### config.mk
export PLATFORM = sky130hd
export DESIGN_NAME = usb_link_monitor
export DESIGN_NICKNAME = d
export VERILOG_FILES = /design/src/rtl/usb_lm_pkg.sv /design/src/rtl/usb_lm_tick.sv /design/src/rtl/usb_lm_timer.sv /design/src/rtl/usb_lm_fsm.sv /design/src/rtl/usb_link_monitor.sv
export SDC_FILE = /design/constraint.sdc
export NUM_CORES = 1
export LEC_CHECK = 0
export ABC_AREA = 1
export BUFFER_PORTS_ARGS = -buffer_cell sky130_fd_sc_hd__buf_2
export CAP_MARGIN = 25
export CORE_MARGIN = 2
export CORE_UTILIZATION = 30
export CTS_CLUSTER_DIAMETER = 120
export DETAILED_ROUTE_END_ITERATION = 7
export REMOVE_ABC_BUFFERS = 1
export SLEW_MARGIN = 20
export SYNTH_ARGS = -nofsm -noshare
export SYNTH_HDL_FRONTEND = slang
export SYNTH_SLANG_ARGS = --single-unit
### constraint.sdc
create_clock -name clk_i -period 3 [get_ports clk_i]
set_clock_uncertainty 0.1 [all_clocks]
set_input_delay 0.3 -clock clk_i [delete_from_list [all_inputs] [get_ports clk_i]]
set_output_delay 0.3 -clock clk_i [all_outputs]
set_load 0.005 [all_outputs]
### src/rtl/usb_lm_pkg.sv
package usb_lm_pkg;
   typedef enum logic [2:0] {
      LS_DISCONN   = 3'd0,
      LS_POWERED   = 3'd1,
      LS_PWR_SUSP  = 3'd2,
      LS_ACTIVE    = 3'd3,
      LS_SUSPEND   = 3'd4,
      LS_ACT_NOSOF = 3'd5
   } link_state_e;
endpackage

### src/rtl/usb_lm_tick.sv
module usb_lm_tick #(
   parameter int unsigned DIV = 48
) (
   input  logic clk_i,
   input  logic rst_ni,
   output logic tick_o
);
   localparam int unsigned W = (DIV > 1) ? $clog2(DIV) : 1;

   generate
      if (DIV < 1) begin : g_bad_div
         $error("usb_lm_tick: DIV must be at least 1");
      end else if (DIV == 1) begin : g_every_cycle
         assign tick_o = 1'b1;
      end else begin : g_divider
         logic [W-1:0] cnt_q;
         always_ff @(posedge clk_i or negedge rst_ni) begin
            if (!rst_ni)                 cnt_q <= '0;
            else if (cnt_q == W'(DIV-1)) cnt_q <= '0;
            else                         cnt_q <= cnt_q + 1'b1;
         end
         assign tick_o = (cnt_q == W'(DIV-1));
      end
   endgenerate
endmodule

### src/rtl/usb_lm_timer.sv
module usb_lm_timer #(
   parameter int unsigned LIMIT = 3
) (
   input  logic clk_i,
   input  logic rst_ni,
   input  logic tick_i,
   input  logic run_i,
   output logic fire_o
);
   localparam int unsigned W = $clog2(LIMIT + 1);

   generate
      if (LIMIT < 1) begin : g_bad_limit
         $error("usb_lm_timer: LIMIT must be at least 1");
      end
   endgenerate

   logic [W-1:0] cnt_q;

   always_ff @(posedge clk_i or negedge rst_ni) begin
      if (!rst_ni)                           cnt_q <= '0;
      else if (!run_i)                       cnt_q <= '0;
      else if (tick_i && cnt_q != W'(LIMIT)) cnt_q <= cnt_q + 1'b1;
   end

   assign fire_o = run_i && tick_i && (cnt_q == W'(LIMIT-1));
endmodule

### src/rtl/usb_lm_fsm.sv
module usb_lm_fsm
   import usb_lm_pkg::*;
#(
   parameter int unsigned FRAME_W = 11,
   parameter int unsigned ADDR_W  = 7
) (
   input  logic               clk_i,
   input  logic               rst_ni,
   input  logic               enable_i,
   input  logic               sense_i,
   input  logic               se0_i,
   input  logic               idle_i,
   input  logic               sof_valid_i,
   input  logic [FRAME_W-1:0] sof_frame_i,
   input  logic               addr_wr_i,
   input  logic [ADDR_W-1:0]  addr_wdata_i,
   input  logic               rst_fire_i,
   input  logic               susp_fire_i,
   input  logic               lost_fire_i,
   output logic               rst_run_o,
   output logic               susp_run_o,
   output logic               lost_run_o,
   output link_state_e        state_o,
   output logic [FRAME_W-1:0] frame_o,
   output logic               host_lost_o,
   output logic [ADDR_W-1:0]  addr_o,
   output logic               ev_conn_o,
   output logic               ev_disc_o,
   output logic               ev_reset_o,
   output logic               ev_susp_o,
   output logic               ev_resume_o,
   output logic               ev_lost_o,
   output logic               ev_frame_o
);
   link_state_e        state_q, state_d;
   logic [FRAME_W-1:0] frame_d;
   logic [ADDR_W-1:0]  addr_d;
   logic               lost_d, sense_q;
   logic               live, idle_now, suspended;

   always_comb begin
      live       = sense_i & enable_i;
      idle_now   = idle_i & ~se0_i;
      suspended  = (state_q == LS_PWR_SUSP) || (state_q == LS_SUSPEND);
      rst_run_o  = live & se0_i & (state_q != LS_DISCONN);
      susp_run_o = live & idle_now &
                   (state_q inside {LS_POWERED, LS_ACTIVE, LS_ACT_NOSOF});
      lost_run_o = live & (state_q == LS_ACTIVE) & ~sof_valid_i;

      state_d = state_q;
      if (!sense_i)                                   state_d = LS_DISCONN;
      else if (!enable_i || state_q == LS_DISCONN)    state_d = LS_POWERED;
      else if (rst_fire_i)                            state_d = LS_ACT_NOSOF;
      else if (susp_fire_i)                           state_d = (state_q == LS_POWERED) ?
                                                                LS_PWR_SUSP : LS_SUSPEND;
      else if (state_q == LS_PWR_SUSP && !idle_now)   state_d = LS_POWERED;
      else if (state_q == LS_SUSPEND && !idle_now)    state_d = LS_ACTIVE;
      else if (sof_valid_i && state_q == LS_ACT_NOSOF) state_d = LS_ACTIVE;

      frame_d = (live && sof_valid_i) ? sof_frame_i : frame_o;

      if (rst_fire_i)     addr_d = '0;
      else if (addr_wr_i) addr_d = addr_wdata_i;
      else                addr_d = addr_o;

      if (!live || sof_valid_i || rst_fire_i) lost_d = 1'b0;
      else if (lost_fire_i)                   lost_d = 1'b1;
      else                                    lost_d = host_lost_o;
   end

   always_ff @(posedge clk_i or negedge rst_ni) begin
      if (!rst_ni) begin
         state_q     <= LS_DISCONN;
         frame_o     <= '0;
         addr_o      <= '0;
         host_lost_o <= 1'b0;
         sense_q     <= 1'b0;
         ev_conn_o   <= 1'b0;
         ev_disc_o   <= 1'b0;
         ev_reset_o  <= 1'b0;
         ev_susp_o   <= 1'b0;
         ev_resume_o <= 1'b0;
         ev_lost_o   <= 1'b0;
         ev_frame_o  <= 1'b0;
      end else begin
         state_q     <= state_d;
         frame_o     <= frame_d;
         addr_o      <= addr_d;
         host_lost_o <= lost_d;
         sense_q     <= sense_i;
         ev_conn_o   <= sense_i & ~sense_q;
         ev_disc_o   <= ~sense_i & sense_q;
         ev_reset_o  <= rst_fire_i;
         ev_susp_o   <= susp_fire_i;
         ev_resume_o <= live & suspended & ~idle_now & ~rst_fire_i;
         ev_lost_o   <= lost_fire_i;
         ev_frame_o  <= live & sof_valid_i;
      end
   end

   assign state_o = state_q;
endmodule

### src/rtl/usb_link_monitor.sv
module usb_link_monitor
   import usb_lm_pkg::*;
#(
   parameter int unsigned TICK_DIV    = 48,
   parameter int unsigned RESET_US    = 3,
   parameter int unsigned SUSPEND_US  = 3000,
   parameter int unsigned HOSTLOST_US = 4096,
   parameter int unsigned FRAME_W     = 11,
   parameter int unsigned ADDR_W      = 7
) (
   input  logic               clk_i,
   input  logic               rst_ni,
   input  logic               enable_i,
   input  logic               vbus_sense_i,
   input  logic               sense_ovr_en_i,
   input  logic               sense_ovr_val_i,
   input  logic               line_se0_i,
   input  logic               line_idle_i,
   input  logic               sof_valid_i,
   input  logic [FRAME_W-1:0] sof_frame_i,
   input  logic               addr_wr_i,
   input  logic [ADDR_W-1:0]  addr_wdata_i,
   output logic [2:0]         link_state_o,
   output logic [FRAME_W-1:0] frame_o,
   output logic               host_lost_o,
   output logic               sense_raw_o,
   output logic [ADDR_W-1:0]  dev_addr_o,
   output logic               ev_connected_o,
   output logic               ev_disconnected_o,
   output logic               ev_reset_o,
   output logic               ev_suspend_o,
   output logic               ev_resume_o,
   output logic               ev_host_lost_o,
   output logic               ev_frame_o
);
   generate
      if (RESET_US >= SUSPEND_US || FRAME_W < 1 || ADDR_W < 1) begin : g_bad_cfg
         $error("usb_link_monitor: inconsistent parameters");
      end
   endgenerate

   logic        tick, sense_eff;
   logic        rst_run, susp_run, lost_run;
   logic        rst_fire, susp_fire, lost_fire;
   link_state_e state;

   assign sense_eff   = sense_ovr_en_i ? sense_ovr_val_i : vbus_sense_i;
   assign sense_raw_o = vbus_sense_i;

   usb_lm_tick #(.DIV(TICK_DIV)) tick_i (
      .clk_i(clk_i), .rst_ni(rst_ni), .tick_o(tick));

   usb_lm_timer #(.LIMIT(RESET_US)) rst_tmr_i (
      .clk_i(clk_i), .rst_ni(rst_ni), .tick_i(tick), .run_i(rst_run), .fire_o(rst_fire));
   usb_lm_timer #(.LIMIT(SUSPEND_US)) susp_tmr_i (
      .clk_i(clk_i), .rst_ni(rst_ni), .tick_i(tick), .run_i(susp_run), .fire_o(susp_fire));
   usb_lm_timer #(.LIMIT(HOSTLOST_US)) lost_tmr_i (
      .clk_i(clk_i), .rst_ni(rst_ni), .tick_i(tick), .run_i(lost_run), .fire_o(lost_fire));

   usb_lm_fsm #(.FRAME_W(FRAME_W), .ADDR_W(ADDR_W)) fsm_i (
      .clk_i(clk_i), .rst_ni(rst_ni),
      .enable_i(enable_i), .sense_i(sense_eff),
      .se0_i(line_se0_i), .idle_i(line_idle_i),
      .sof_valid_i(sof_valid_i), .sof_frame_i(sof_frame_i),
      .addr_wr_i(addr_wr_i), .addr_wdata_i(addr_wdata_i),
      .rst_fire_i(rst_fire), .susp_fire_i(susp_fire), .lost_fire_i(lost_fire),
      .rst_run_o(rst_run), .susp_run_o(susp_run), .lost_run_o(lost_run),
      .state_o(state), .frame_o(frame_o), .host_lost_o(host_lost_o),
      .addr_o(dev_addr_o),
      .ev_conn_o(ev_connected_o), .ev_disc_o(ev_disconnected_o),
      .ev_reset_o(ev_reset_o), .ev_susp_o(ev_suspend_o),
      .ev_resume_o(ev_resume_o), .ev_lost_o(ev_host_lost_o),
      .ev_frame_o(ev_frame_o));

   assign link_state_o = state;
endmodule

==> reports/metrics.csv, run 1 <==
stage;metric;value;unit
drt;vias after detailed routing;3012;
global_route;global-route wire length before repair;12.7;mm
outcome;status;finished clean;
placed_design;Detail Placement HPWL;5.51;mm
hold_path;Worst Hold Class;in -> reg;
synthesis;synthesized area;3360;um2
floorplanning;Die Span Y;110;um
pwr;sequential share of power;48.6;%
clocking;CTS buffer count;9;
cells_and_area;most frequent cells in the layout;nand2_1, dfrtp_1, buf_2;
worst_setup_path;CP cell instances;ha_1 -> nand3_2 -> nor2_4 -> nand2_2 -> nand2_2 -> o21ai_0;
placed_design;Placed Area;3790;um2
sta;Max-Slew Margin vs Limit;64.0;%
floorplanning;core area;10900;um2
synthesis;yosys warns;0;
sta;Worst-Margin Slew;0.540;ns
pwr;worst vdd ir;0.197;mV
clocking;clk slew on worst S/H paths;0.07;ns
sta;setup tns final;0;ns
worst_setup_path;CP required;3.11;ns
synthesis;Synth Register Bits;63;
job;max-cap violations;0;
worst_setup_path;Crit Path Category;reg -> reg;
sta;final setup fails;0;
worst_setup_path;Crit Path Max Fanout;16;
cells_and_area;non-filler instance count after layout;641;
drt;via-per-instance ratio;4.70;
cells_and_area;FF/Latch Area;1580;um2
synthesis;EDFF count, synth;0;
pwr;combinational share of power;8.8;%
clocking;CTS root buffer;clkbuf_8;
drt;WL per Instance;11.6;um
synthesis;sequential cell area fraction in the yosys report;46.9;%
placed_design;dpl cells;624;
worst_setup_path;crit start category;flip-flop;
pwr;Leakage;1.94;nW
synthesis;fraction of registers with async set/reset;100;%
clocking;TritonCTS clock tree;done;
global_route;Total GRT Usage;13.2;%
pwr;Pwr per Cell Area;469;nW/um2
floorplanning;Die Area;12100;um2
worst_setup_path;Setup crit end kind;flip-flop;
cells_and_area;Layout Nets;531;
clocking;CTS H-tree lvls;3;
synthesis;syn_area_per_cell;7.79;um2
floorplanning;# rows;38;
floorplanning;chip width;110;um
global_route;largest net degree at the start of global routing;25;
drt;Final ANT Viol Nets;0;
worst_setup_path;Most common cell on crit path;nand2_2;
cells_and_area;Util after Layout;36.9;%
cells_and_area;commonest non-fill, non-tap cell in the layout;nand2_1;
pwr;Sw Ratio;24.3;%
cells_and_area;ant diodes;0;
clocking;hold bufs inserted after CTS;1;
placed_design;Buffers on Ports;57;
synthesis;Main synth FF type;dfrtp_1;
cells_and_area;post-route cell area;4010;um2
sta;RSZ-0062 raised after global routing;no;
synthesis;Synth Instances;432;
cells_and_area;area grow syn2layout;19.3;%
pwr;Clk pwr share;42.6;%
global_route;antenna violations before repair;0;
sta;Final period util;64.4;%
clocking;Num Clock Sinks;63;
placed_design;Routability Congestion;0.849;
drt;initial DRC count;171;
cells_and_area;area of the multi-input gates;1510;um2
pwr;total power;1.88;mW
synthesis;Synth cell types;29;
worst_setup_path;Critical Path AT;2.04;ns
global_route;GRT overflow;0;
sta;Slew Limit Fails;0;
sta;Tmin final;1.93;ns
worst_setup_path;Crit-path slowest cell;dfrtp_1;
clocking;worst skew pair latency;0.34;ns
drt;Pre-Repair DR Iteration Count;4;
sta;f_max;0.517;GHz
sta;final hold viol count;0;
clocking;postcts setup bufs;0;
drt;DRC violations left;0;
clocking;worst-case clock buffer depth;2;
clocking;post_cts resized;0;
cells_and_area;Fillers;1131;
floorplanning;starting density of the core;30.9;%
pwr;Switch Pwr;0.457;mW
global_route;vias in the first global route;2824;
pwr;Pint;1.43;mW
floorplanning;IO Count;58;
cells_and_area;layout cell share with drive strength beyond 1;19.8;%
drt;WL final;7.41;mm
worst_setup_path;slowest stage delay, CP;0.39;ns
-- layout make-up --
| class | count | share of cell area (%) |
|---|---|---|
| timing repair buffer | 61 | 7.92 |
| clock buffer | 10 | 3.18 |
| multi-input combinational | 303 | 37.7 |
| tap | 140 | 4.36 |
| sequential | 63 | 39.3 |
| inverter | 58 | 5.42 |
| clock inverter | 6 | 2.12 |
-- cells by family after synthesis --
group                      share of synthesized area, %
xor gates and xnor gates                           3.12
adders and majority gates                          2.60
AOI/OAI and AO/OA                                  5.99
and+or+nand+nor                                    33.3
buffers and inverters                              8.11
DFF                                                46.9
-- per-stage QoR --
stage / hold slack, ns / setup WS (ns)
2_1_floorplan: -0.0956 / 1.36
3_3_place_gp: 0.166 / 1.07
3_5_place_dp: 0.171 / 1.05
4_1_cts: 0.0356 / 1.05
5_1_grt: 0.0422 / 0.875
6_report: 0.0571 / 1.07
-- worst max-delay path: cells and delay by family (launching register included) --
family | cells | cell delay, ns
and+or+nand+nor | 4 | 0.98
DFF | 1 | 0.39
adders and majority gates | 1 | 0.21
AOI/OAI and AO/OA | 1 | 0.13
-- synth_stat cells, types with 2 or more instances --
cell type,instances,area share (%)
a21oi_1,14,2.1
buf_2,2,0.30
buf_4,2,0.45
buf_6,2,0.67
dfrtp_1,63,47
ha_1,7,2.6
inv_1,52,5.8
inv_2,6,0.67
nand2_1,116,13
nand2_2,5,0.93
nand3_1,37,5.5
nand3_2,2,0.60
nand4_1,24,4.5
nor2_1,44,4.9
nor2_2,2,0.37
nor2_4,2,0.67
nor3_1,13,1.9
o21ai_0,13,1.9
o21ai_2,5,1.3
o31ai_1,2,0.45
xor2_1,11,2.9
-- sequential cells by signal, summed over array words and instances, names as in the netlist, 2 cells and up --
register / count
fsm_i.addr_o: 7
fsm_i.frame_o: 11
fsm_i.state_o: 3
lost_tmr_i.cnt_q: 13
rst_tmr_i.cnt_q: 2
susp_tmr_i.cnt_q: 12
tick_i.g_divider.cnt_q: 6
-- path summary, 6_finish.rpt --
path / endpoint / from / depth (start not counted) / slack [ns]
max in group asynchronous: fsm_i.sense_q$_DFF_PN0_ / rst_ni / 3 / 1.76
min in group asynchronous: fsm_i.frame_o[6]$_DFFE_PN0P_ / rst_ni / 2 / 0.34
setup reg to reg: lost_tmr_i.cnt_q[1]$_DFFE_PN0P_ / tick_i.g_divider.cnt_q[0]$_DFF_PN0_ / 6 / 1.07
hold / removal: fsm_i.frame_o[10]$_DFFE_PN0P_ / sof_frame_i[10] / 3 / 0.06
hold reg to reg: fsm_i.ev_conn_o$_DFF_PN0_ / fsm_i.sense_q$_DFF_PN0_ / 1 / 0.32
setup / recovery: lost_tmr_i.cnt_q[1]$_DFFE_PN0P_ / tick_i.g_divider.cnt_q[0]$_DFF_PN0_ / 6 / 1.07
-- power by group through the flow --
stage                     Clock (mW)  Sequential [mW]  Combinational (mW)
after floorplan                    0            0.934              0.0657
after global placement             0            0.931               0.165
after detailed placement           0            0.931               0.169
after CTS                      0.829            0.916               0.169
after global routing           0.870            0.921               0.191
final                          0.802            0.916               0.165
-- routing by layer --
metal | track usage [%] | vias up | part of all wire, %
li1 | - | 1523 | -
met1 | 17.3 | 1391 | 47
met2 | 20.9 | 85 | 46
met3 | 3.68 | 13 | 4.8
met4 | 4.88 | 0 | 1.5
met5 | 0 | - | 0
Power figures use the tool's default switching activity.
==> run 2, diff against run 1 <==
==> constraint.sdc (replaced) <==
create_clock -name clk_i -period 2 [get_ports clk_i]
set_clock_uncertainty 0.1 [all_clocks]
set_input_delay 0.2 -clock clk_i [delete_from_list [all_inputs] [get_ports clk_i]]
set_output_delay 0.2 -clock clk_i [all_outputs]
set_load 0.005 [all_outputs]
==> reports/metrics.csv, run 2 (synthesized netlist as in run 1, its figures left out) <==
stage;metric;value;unit;change
global_route;Total GRT Usage;13.5;%;+0.31 points
cells_and_area;largest registers;lost_tmr_i.cnt_q (13), susp_tmr_i.cnt_q (12), fsm_i.frame_o (11);;
pwr;Sw Ratio;25.4;%;+1.1 points
floorplanning;core area;10900;um2;unchanged
sta;Tmin final;1.75;ns;-0.180 ns
placed_design;Buffers on Ports;57;;unchanged
worst_setup_path;crit start category;flip-flop;;
job;max-cap violations;0;;unchanged
global_route;antenna violations before repair;0;;unchanged
sta;Slew Limit Fails;0;;unchanged
clocking;CTS buffer count;9;;unchanged
drt;WL final;7.80;mm;+5.3%
drt;Final ANT Viol Nets;0;;unchanged
pwr;sequential share of power;50.4;%;+1.8 points
floorplanning;Die Area;12100;um2;unchanged
sta;final setup fails;0;;unchanged
drt;WL per Instance;11.8;um;+2.5%
floorplanning;chip width;110;um;unchanged
drt;DRC violations left;0;;unchanged
cells_and_area;most frequent cells in the layout;nand2_1, dfrtp_1, buf_2;;
pwr;Switch Pwr;0.693;mW;+51%
drt;via-per-instance ratio;4.69;;-0.24%
pwr;Pint;2.03;mW;+43%
floorplanning;# rows;38;;unchanged
placed_design;Routability Congestion;0.874;;+2.9%
sta;f_max;0.570;GHz;+10%
global_route;largest net degree at the start of global routing;45;;+80%
floorplanning;IO Count;58;;unchanged
placed_design;dpl cells;627;;+0.48%
global_route;GRT overflow;0;;unchanged
sta;final hold viol count;0;;unchanged
pwr;worst vdd ir;0.421;mV;+110%
outcome;status;finished clean;;
sta;setup tns final;0;ns;unchanged
clocking;TritonCTS clock tree;done;;
global_route;vias in the first global route;2970;;+5.2%
clocking;Num Clock Sinks;63;;unchanged
cells_and_area;max reg flops;13;;unchanged
cells_and_area;ant diodes;0;;unchanged
cells_and_area;layout cell share with drive strength beyond 1;19.8;%;+0.085 points
drt;vias after detailed routing;3089;;+2.6%
pwr;Pwr per Cell Area;652;nW/um2;+39%
pwr;Clk pwr share;39.5;%;-3.1 points
clocking;clk slew on worst S/H paths;0.07;ns;about the same
cells_and_area;non-filler instance count after layout;659;;+2.8%
cells_and_area;Layout Nets;549;;+3.4%
pwr;Leakage;2.02;nW;+4.1%
sta;Final period util;87.6;%;+23 points
clocking;CTS H-tree lvls;3;;unchanged
clocking;worst-case clock buffer depth;2;;unchanged
sta;Max-Slew Margin vs Limit;68.8;%;+4.8 points
floorplanning;Die Span Y;110;um;unchanged
pwr;combinational share of power;10.1;%;+1.3 points
clocking;CTS root buffer;clkbuf_8;;
cells_and_area;area grow syn2layout;24.4;%;
clocking;postcts setup bufs;0;;unchanged
sta;Worst-Margin Slew;0.468;ns;-0.0717 ns
worst_setup_path;Crit Path Max Fanout;14;;-2
floorplanning;starting density of the core;30.9;%;unchanged
cells_and_area;most flop-heavy register;lost_tmr_i.cnt_q;;
placed_design;Detail Placement HPWL;5.55;mm;+0.68%
sta;RSZ-0062 raised after global routing;no;;
worst_setup_path;CP required;2.12;ns;-0.99 ns
drt;initial DRC count;214;;+25%
worst_setup_path;Setup crit end kind;flip-flop;;
worst_setup_path;Critical Path AT;1.87;ns;-0.17 ns
clocking;worst skew pair latency;0.33;ns;about the same
hold_path;Worst Hold Class;in -> reg;;
drt;Pre-Repair DR Iteration Count;5;;+1
worst_setup_path;Crit Path Category;reg -> reg;;
cells_and_area;commonest non-fill, non-tap cell in the layout;nand2_1;;
global_route;global-route wire length before repair;13.2;mm;+3.6%
run 2: final timing paths:
| path | start | to | slack, ns | depth (start not counted) |
|---|---|---|---|---|
| max in group asynchronous | rst_ni | susp_tmr_i.cnt_q[0]$_DFFE_PN0P_ | 0.96 | 3 |
| worst max-delay path | lost_tmr_i.cnt_q[0]$_DFFE_PN0P_ | lost_tmr_i.cnt_q[8]$_DFFE_PN0P_ | 0.25 | 9 |
| worst min-delay path | addr_wdata_i[2] | fsm_i.addr_o[2]$_DFFE_PN0P_ | 0.01 | 3 |
| worst min register to register | fsm_i.sense_q$_DFF_PN0_ | fsm_i.ev_conn_o$_DFF_PN0_ | 0.33 | 1 |
| worst max register to register | lost_tmr_i.cnt_q[0]$_DFFE_PN0P_ | lost_tmr_i.cnt_q[8]$_DFFE_PN0P_ | 0.25 | 9 |
| min in group asynchronous | rst_ni | fsm_i.frame_o[2]$_DFFE_PN0P_ | 0.24 | 2 |
run 2: final cells by class:
cell class / instances / area [um2]
repair buffers: 79 / 503
inverters: 58 / 218
multi-input cells: 303 / 1520
clock inverters: 6 / 61.3
fillers: 1096 / 6710
flip-flops and latches: 63 / 1580
clock buffers: 10 / 128
well taps: 140 / 175
run 2: layer usage:
layer	vias to the layer above	part of all wire [%]	track usage, %
li1	1557	-	-
met1	1428	45	17.8
met2	99	48	22.4
met3	5	6.1	3.79
met4	0	0.55	2.35
met5	-	0	0
run 2: repair_timing:
item | CTS | global route
setup endpoints to repair | 0 | 8
gates resized for setup | 0 | 2
hold buffers | 16 | 0
hold endpoints to repair | 34 | 0
run 2: power groups by stage:
stage / Clock [mW] / Combinational, mW / Sequential [mW]
3_5_place_dp: 0 / 0.256 / 1.40
2_1_floorplan: 0 / 0.0986 / 1.40
4_1_cts: 1.11 / 0.279 / 1.37
5_1_grt: 1.16 / 0.320 / 1.38
3_3_place_gp: 0 / 0.250 / 1.40
6_report: 1.08 / 0.276 / 1.37
run 2: critical path: stages, from the launching register on:
cell	delay, ns
dfrtp_1	0.42
inv_1	0.10
ha_1	0.15
nand4_1	0.09
nor2_1	0.14
nand2_2	0.14
nand2_2	0.17
nand2_4	0.15
nand2_1	0.12
o21ai_2	0.05
run 2: per-stage QoR:
stage / power (mW) / hold slack [ns] / util [%] / worst slack [ns] / instance area [um2]
2_1_floorplan: 1.50 / -0.196 / - / 0.362 / 3310
3_3_place_gp: 1.65 / 0.0832 / 35.1 / 0.194 / 3830
3_5_place_dp: 1.65 / 0.0862 / 35.1 / 0.175 / 3830
4_1_cts: 2.76 / 0.00142 / 38.3 / 0.152 / 4180
5_1_grt: 2.86 / 0.00392 / 38.4 / 0.0650 / 4180
6_report: 2.73 / 0.0103 / 38.4 / 0.247 / 4180
